[src/rtl/brf_pkg.sv]
`timescale 1ns/1ps
package brf_pkg;
    typedef enum logic [1:0] {
        POL_STALL = 2'd0,
        POL_PNT   = 2'd1,
        POL_DSLOT = 2'd2,
        POL_RSVD  = 2'd3
    } pol_e;

    typedef enum logic {
        ST_FLOW = 1'b0,
        ST_HOLD = 1'b1
    } st_e;

    function automatic pol_e pol_effective(input logic [1:0] raw);
        pol_e p;
        p = pol_e'(raw);
        return (p == POL_RSVD) ? POL_STALL : p;
    endfunction
endpackage

[src/rtl/brf_pipe_track.sv]
`timescale 1ns/1ps
module brf_pipe_track #(
    parameter int NSTAGE    = 10,
    parameter int RES_STAGE = 3
) (
    input  logic                 clk,
    input  logic                 rst_n,
    input  logic                 fetch_en,
    input  logic                 br_dec,
    input  logic [NSTAGE-1:0]    squash,
    output logic [RES_STAGE-1:0] br_at,
    output logic                 retire
);
    localparam int NTAG = RES_STAGE - 1;

    logic [NSTAGE-1:0] vld_q;
    logic [NTAG-1:0]   tag_q;

    assign br_at[0] = vld_q[0] & br_dec;

    genvar g;
    generate
        for (g = 1; g < RES_STAGE; g++) begin : g_tagout
            assign br_at[g] = tag_q[g-1];
        end
    endgenerate

    always_ff @(posedge clk or negedge rst_n) begin
        if (!rst_n) begin
            vld_q[0] <= 1'b0;
        end else begin
            vld_q[0] <= fetch_en;
        end
    end

    generate
        for (g = 1; g < NSTAGE; g++) begin : g_vld
            always_ff @(posedge clk or negedge rst_n) begin
                if (!rst_n) begin
                    vld_q[g] <= 1'b0;
                end else begin
                    vld_q[g] <= vld_q[g-1] & ~squash[g-1];
                end
            end
        end
        for (g = 0; g < NTAG; g++) begin : g_tag
            always_ff @(posedge clk or negedge rst_n) begin
                if (!rst_n) begin
                    tag_q[g] <= 1'b0;
                end else begin
                    tag_q[g] <= br_at[g] & ~squash[g];
                end
            end
        end
    endgenerate

    assign retire = vld_q[NSTAGE-1];

    AST_TAG_NEEDS_VALID: assert property (@(posedge clk) disable iff (!rst_n)
        br_at[RES_STAGE-1] |-> vld_q[RES_STAGE-1]);
endmodule

[src/rtl/brf_policy_fsm.sv]
`timescale 1ns/1ps
module brf_policy_fsm
    import brf_pkg::*;
(
    input  logic       clk,
    input  logic       rst_n,
    input  logic [1:0] policy,
    input  logic       br_s1,
    input  logic       res_ok,
    input  logic       res_taken,
    output logic       stall,
    output logic       redirect,
    output logic       squash_young
);
    pol_e pol;
    st_e  state_q, state_d;

    assign pol = pol_effective(policy);

    always_ff @(posedge clk or negedge rst_n) begin
        if (!rst_n) begin
            state_q <= ST_FLOW;
        end else begin
            state_q <= state_d;
        end
    end

    always_comb begin
        state_d      = state_q;
        stall        = 1'b0;
        redirect     = 1'b0;
        squash_young = 1'b0;
        unique case (state_q)
            ST_FLOW: begin
                redirect = res_ok & res_taken;
                if (pol == POL_STALL && br_s1) begin
                    stall   = 1'b1;
                    state_d = ST_HOLD;
                end
                if (pol == POL_PNT && res_ok && res_taken) begin
                    squash_young = 1'b1;
                end
            end
            ST_HOLD: begin
                stall    = ~res_ok;
                redirect = res_ok & res_taken;
                if (res_ok) begin
                    state_d = ST_FLOW;
                end
            end
        endcase
    end

    AST_HOLD_ONLY_STALL: assert property (@(posedge clk) disable iff (!rst_n)
        (state_q == ST_HOLD) |-> (pol == POL_STALL));
    AST_SQUASH_ONLY_PNT: assert property (@(posedge clk) disable iff (!rst_n)
        squash_young |-> (pol == POL_PNT && res_taken));
    AST_DSLOT_NO_SQUASH: assert property (@(posedge clk) disable iff (!rst_n)
        (pol == POL_DSLOT) |-> (!squash_young && !stall));
    AST_PNT_NO_STALL: assert property (@(posedge clk) disable iff (!rst_n)
        (pol == POL_PNT) |-> !stall);
endmodule

[src/rtl/brf_perf_cnt.sv]
`timescale 1ns/1ps
module brf_perf_cnt #(
    parameter int CW = 32
) (
    input  logic          clk,
    input  logic          rst_n,
    input  logic          retire,
    output logic [CW-1:0] retire_cnt,
    output logic [CW-1:0] cycle_cnt
);
    always_ff @(posedge clk or negedge rst_n) begin
        if (!rst_n) begin
            retire_cnt <= '0;
            cycle_cnt  <= '0;
        end else begin
            cycle_cnt <= cycle_cnt + 1'b1;
            if (retire) begin
                retire_cnt <= retire_cnt + 1'b1;
            end
        end
    end

    AST_RETIRE_BOUNDED: assert property (@(posedge clk) disable iff (!rst_n)
        retire_cnt <= cycle_cnt);
endmodule

[src/rtl/brf_fetch_ctrl.sv]
`timescale 1ns/1ps
module brf_fetch_ctrl
    import brf_pkg::*;
#(
    parameter int          NSTAGE     = 10,
    parameter int          RES_STAGE  = 3,
    parameter int          AW         = 32,
    parameter int          CW         = 32,
    parameter int          INSN_BYTES = 4,
    parameter logic [31:0] RESET_PC   = 32'h0
) (
    input  logic              clk,
    input  logic              rst_n,
    input  logic [1:0]        policy_i,
    input  logic              br_dec_i,
    input  logic              res_valid_i,
    input  logic              res_taken_i,
    input  logic [AW-1:0]     res_target_i,
    output logic [AW-1:0]     fetch_pc_o,
    output logic              fetch_stall_o,
    output logic [NSTAGE-1:0] squash_o,
    output logic [CW-1:0]     retire_cnt_o,
    output logic [CW-1:0]     cycle_cnt_o
);
    localparam int NYOUNG = RES_STAGE - 1;
    localparam logic [AW-1:0] STEP = AW'(INSN_BYTES);

    logic [AW-1:0]        pc_q;
    logic [RES_STAGE-1:0] br_at;
    logic                 res_ok, stall, redirect, squash_young, retire;

    assign res_ok = res_valid_i & br_at[RES_STAGE-1];

    brf_policy_fsm u_fsm (
        .clk          (clk),
        .rst_n        (rst_n),
        .policy       (policy_i),
        .br_s1        (br_at[0]),
        .res_ok       (res_ok),
        .res_taken    (res_taken_i),
        .stall        (stall),
        .redirect     (redirect),
        .squash_young (squash_young)
    );

    genvar g;
    generate
        for (g = 0; g < NSTAGE; g++) begin : g_sq
            if (g < NYOUNG) begin : g_young
                assign squash_o[g] = squash_young;
            end else begin : g_old
                assign squash_o[g] = 1'b0;
            end
        end
    endgenerate

    brf_pipe_track #(.NSTAGE(NSTAGE), .RES_STAGE(RES_STAGE)) u_track (
        .clk      (clk),
        .rst_n    (rst_n),
        .fetch_en (~stall),
        .br_dec   (br_dec_i),
        .squash   (squash_o),
        .br_at    (br_at),
        .retire   (retire)
    );

    assign fetch_pc_o    = redirect ? res_target_i : pc_q;
    assign fetch_stall_o = stall;

    always_ff @(posedge clk or negedge rst_n) begin
        if (!rst_n) begin
            pc_q <= AW'(RESET_PC);
        end else if (!stall) begin
            pc_q <= fetch_pc_o + STEP;
        end
    end

    brf_perf_cnt #(.CW(CW)) u_cnt (
        .clk        (clk),
        .rst_n      (rst_n),
        .retire     (retire),
        .retire_cnt (retire_cnt_o),
        .cycle_cnt  (cycle_cnt_o)
    );

    AST_REDIRECT_LANDS: assert property (@(posedge clk) disable iff (!rst_n)
        redirect |=> (pc_q == $past(res_target_i) + STEP));
    AST_STALL_FREEZES_PC: assert property (@(posedge clk) disable iff (!rst_n)
        fetch_stall_o |=> $stable(pc_q));
    AST_STALL_ONE_BRANCH: assert property (@(posedge clk) disable iff (!rst_n)
        (pol_effective(policy_i) == POL_STALL) |-> $onehot0(br_at));
    AST_SQUASH_YOUNG_ONLY: assert property (@(posedge clk) disable iff (!rst_n)
        (squash_o != '0) |-> (res_ok && res_taken_i));
endmodule

[config.mk]
export PLATFORM = sky130hd
export DESIGN_NAME = brf_fetch_ctrl
export DESIGN_NICKNAME = d
export VERILOG_FILES = /design/src/rtl/brf_pkg.sv /design/src/rtl/brf_pipe_track.sv /design/src/rtl/brf_policy_fsm.sv /design/src/rtl/brf_perf_cnt.sv /design/src/rtl/brf_fetch_ctrl.sv
export SDC_FILE = /design/constraint.sdc
export NUM_CORES = 1
export LEC_CHECK = 0
export ABC_AREA = 1
export ABC_CLOCK_PERIOD_IN_PS = 3150
export CORE_MARGIN = 3
export CORE_UTILIZATION = 35
export DETAILED_ROUTE_END_ITERATION = 8
export PLACE_DENSITY = 0.61
export SLEW_MARGIN = 20
export SYNTH_ARGS = -nofsm -noshare
export SYNTH_HDL_FRONTEND = slang
export SYNTH_SLANG_ARGS = --single-unit
[constraint.sdc]
create_clock -name clk -period 3.15 [get_ports clk]
set_clock_uncertainty 0.15 [all_clocks]
set_input_delay 0.4725 -clock clk [delete_from_list [all_inputs] [get_ports clk]]
set_output_delay 0.4725 -clock clk [all_outputs]
set_load 0.05 [all_outputs]
# [Word level (Yosys, flattened, before mapping)]
# Cells that the tools add are included.
[classes] n_addsub=3 reduce_logical=4 eq_ne=2 mux=8 bitwise_logic=11
[ops] op="$add 32x1->32 const B" count=2
[ops] op="$add 32x3->32 const B" count=1
[ops] op="$mux 32" count=1
[ops] op="$and 1x1->1" count=7
[ops] op="$mux 1" count=4
[ops] op="$not 1->1" count=4
[ops] op="$pmux 1 s2" count=2
[ops] op="$logic_and 1x1->1" count=3
[ops] op="$eq 2x1->1 const B" count=1
[ops] op="$eq 2x2->1 const B" count=1
[ops] op="$logic_not 2->1" count=1
[ops] op="$mux 2" count=1
[totals] word_cells=44 ff_bits=109 in_bits=39 output_inout_bits=107

# [Depth between registers and ports, before layout]
[depth] word_depth=9 mapped_depth=14 ltp_nobuf=14

# [Cells and area by module]
# Synthesis repeated with hierarchy kept, for this count alone.
[unflattened] hier_cells=925 hier_area_um2=6693.9
[modules_own_cells] mod="brf_perf_cnt" cells_each=457 instances=1 area_per_inst_um2=3549.7 seq_area_each_um2=1601.5
[modules_own_cells] mod="brf_fetch_ctrl" cells_each=421 instances=1 area_per_inst_um2=2678.8 seq_area_each_um2=800.8
[modules_own_cells] mod="brf_pipe_track" cells_each=35 instances=1 area_per_inst_um2=389.1 seq_area_each_um2=300.3
[modules_own_cells] mod="brf_policy_fsm" cells_each=12 instances=1 area_per_inst_um2=76.3 seq_area_each_um2=25.0

# [Worst setup path before layout]
# No wires, ideal clock.
[synth_path] path_kind="input-to-output" from="input res_valid_i" to="output fetch_pc_o[0]" required_ns=2.527 n_path_buf=1 t_arrival_ns=1.885 setup_slack_ns=0.643 stages=4 cell_sequence="nand2_1 > nor2_4 > buf_6 > o21ai_0"
[synth_between] elab_chain_len=3
[synth_rtl] item="start, declared" line="brf_fetch_ctrl.sv:16" rtl="input logic res_valid_i,"
[synth_rtl] item="$and 1x1->1" line="brf_fetch_ctrl.sv:32" rtl="assign res_ok = res_valid_i & br_at[RES_STAGE-1];"
[synth_rtl] item="$and 1x1->1" line="brf_policy_fsm.sv:35, brf_policy_fsm.sv:46"
[synth_rtl] item="$mux 32" line="brf_fetch_ctrl.sv:67" rtl="assign fetch_pc_o = redirect ? res_target_i : pc_q;"
[synth_rtl] item="end, declared" line="brf_fetch_ctrl.sv:19" rtl="output logic [AW-1:0] fetch_pc_o,"
# No other way between the ends.

# [Worst setup path after layout]
[layout_path] from="input res_valid_i" to="output fetch_pc_o[31]"
# The elaborated chain is that of the path after synthesis.

==> flow_summary.yaml <==
status:
  status: "finished clean"
setup_path:
  crit_chain: "clkdlybuf4s50_1 -> nand2_1 -> nor2_4 -> buf_4 -> or2_2 -> o21ai_0 -> inv_1 -> buf_4"
  crit_type: "input pin to output port"
  cp.required_ns: 2.53
  cpMostUsedCell: "buf_4"
  critPathMaxStageDelay_ns: 0.55
  critPathMaxFanout: 13
  crit_path_start_kind: "input pin"
  crit_slowest_cell: "clkdlybuf4s50_1"
  end_kind: "output port"
  worstPathArrival_ns: 2.13
logic_synthesis:
  synth_area_leaders: "dfrtp_1, nand2_1, nor2_1"
  ys_seq_area_frac: 0.4432
  synth-edff-count: 0
  ys_types: 33
  yosysWarningCount: 0
  synth_top_area_frac: 0.4432
  synth_top_area_cell: "dfrtp_1"
  synth-async-reset-ratio: 1.000
  syn_area_per_cell_sq_um: 7.742
  synth_seq_cells: 109
  synthCells: 795
  synth_ff_type: "dfrtp_1"
  netlist_area_sq_mm: 0.006155
clock_network:
  postCtsResizedCells: 0
  cts.sinks: 109
  cts_tree: "built"
  cts_setup_buffers: 0
  cts-htree-levels: 3
  numCtsBuffers: 9
  ctsHoldBuffers: 0
  cts.clk_slew.worst_paths_ns: 0.08
  clk_latency_ns: 0.35
  ctsRootBufferMaster: "clkbuf_16"
  max-clock-path-buffers: 2
sta:
  slew_headroom: 0.4838
  fmax_ghz: 0.3640
  worst_pin_slew_ns: 0.7743
  finalCritPeriodShare: 0.8722
  setup_viol: 0
  hold_violations: 0
  finalWorstPathRequiredPeriod_ns: 2.748
  setup_tns_ns: 0
  rsz0062_at_grt: "no"
  finalMaxSlewViolations: 0
detailed_routing:
  vias: 5559
  drt-initial-drc-count: 301
  ant_nets: 0
  first_pass_iters: 5
  wl_mm: 16.00
  wl_per_cell_um: 13.80
  drcViolationCount: 0
  vias_per_cell: 4.796
die:
  die-area_sq_mm: 0.01921
  die_x_um: 138.6
  start_util: 0.3647
  core_sq_mm: 0.01688
  boundaryPins: 146
  die_h_um: 138.6
  rows: 47
grt:
  grt_pass1_vias: 5367
  grt_max_degree: 58
  antenna_found_initial: 0
  grt-ovfl-total: 0
  grt_pass1_wl_mm: 27.14
  grt_usage: 0.1686
layout:
  syn_to_final_growth_pct: 30.45
  drive_above_1_share: 0.1193
  fin_cells: 1159
  num_antenna_cells: 0
  n_fill_cell: 1704
  seq_area_sq_mm: 0.002728
  final_common_cell: "nand2_1"
  layout.nets: 978
  multi_input_area_sq_mm: 0.003009
  mostFrequentLayoutCells: "nand2_1, dfrtp_1, clkdlybuf4s50_1"
worst_hold_path:
  hp-class: "input pin to async pin"
place:
  hpwl_mm: 12.23
  placedCellCount: 1144
  gp_congestion: 0.9031
  placement.io_buffers: 137
run:
  drv.max_cap_violation_count: 0
power_and_ir_drop:
  power_leakage_nw: 3.642
  powerDensity_mw_per_mm2: 674.1
  peakVddDrop_mv: 0.4092
[cells by family (layout without fill, tap and decap cells)]
kind of cell | count (synthesis) | in the layout | synth area share
AND/OR/NAND/NOR | 493 | 493 | 0.3613
adder cells (fa/ha/maj) | 4 | 4 | 0.008132
AO/OA/AOI/OAI | 28 | 28 | 0.02541
buffers and inverters | 98 | 235 | 0.07318
other | 1 | 8 | 0.0006093
flip-flops | 109 | 109 | 0.4432
XOR/XNOR | 62 | 62 | 0.08823
[sequential cells by signal, summed over array words and instances, names as in the netlist]
signal and count:
pc_q 32, u_track.retire 1, u_fsm.state_q 1, u_cnt.cycle_cnt 32, u_cnt.retire_cnt 32, u_track.vld_q 9, u_track.br_at 2
[layer usage]
metal,vias to the layer above,wire length [um],global-route usage
met5,-,0,0
met3,19,1047,0.04103
met1,2563,7475,0.2316
met2,179,7300,0.2711
li1,2798,-,-
met4,0,175,0.03900
[worst max-delay path: cells and delay by family]
family                 cells  cell delay [ns]
AO/OA/AOI/OAI              1             0.10
buffers and inverters      4             1.03
AND/OR/NAND/NOR            3             0.50
[final timing paths]
path / startpoint / endpoint / slack, ns / cells past startpoint
max: res_valid_i / fetch_pc_o[31] / 0.40 / 8
min in group clk: u_track.vld_q[7]$_DFF_PN0_ / u_track.vld_q[8]$_DFF_PN0_ / 0.20 / 0
max reg2reg: u_track.br_at[2]$_DFF_PN0_ / pc_q[22]$_DFFE_PN0N_ / 0.69 / 13
max in group asynchronous: rst_n / pc_q[15]$_DFFE_PN0N_ / 2.12 / 2
min reg2reg: u_track.vld_q[7]$_DFF_PN0_ / u_track.vld_q[8]$_DFF_PN0_ / 0.20 / 0
min: rst_n / u_cnt.retire_cnt[14]$_DFFE_PN0P_ / 0.04 / 1
[per-stage QoR]
step	power, mW	hold WS (ns)	instance area [sq um]	setup slack, ns	utilization
floorplan	3.486	0.02691	6181	0.6426	-
global placement	4.235	0.1829	7725	0.2879	0.4577
detailed placement	4.249	0.1871	7725	0.2264	0.4577
CTS	5.471	0.06012	8029	0.3948	0.4757
global route	5.737	0.08440	8029	0.2984	0.4757
finish	5.413	0.03500	8029	0.4025	0.4757
[synthesized netlist by cell type, types with 5 or more instances]
cell	number
xnor2_1	29
dfrtp_1	109
buf_4	14
inv_1	68
o21ai_0	14
o21bai_1	5
nand2_2	18
nor2_4	5
nor2_2	16
nor3_1	12
nand2_1	252
nor2_1	79
xor2_1	33
nand4_1	44
buf_2	6
nand3_1	54
[power by group]
| part | switching (mW) | internal (mW) | total, mW | leakage [nW] |
|---|---|---|---|---|
| Combinational | 1.66 | 0.718 | 2.38 | 2.06 |
| Clock | 0.565 | 0.631 | 1.20 | 0.150 |
| Sequential | 0.173 | 1.67 | 1.84 | 1.43 |
[layout make-up]
cell class | instances | area share
clock buffers | 9 | 0.02805
clock inverters | 6 | 0.009818
flip-flops and latches | 109 | 0.3397
multi-input cells | 595 | 0.3748
inverters | 71 | 0.03319
well taps | 220 | 0.03428
repair buffers | 149 | 0.1801
Note: power is estimated with default switching activity, not from simulation.
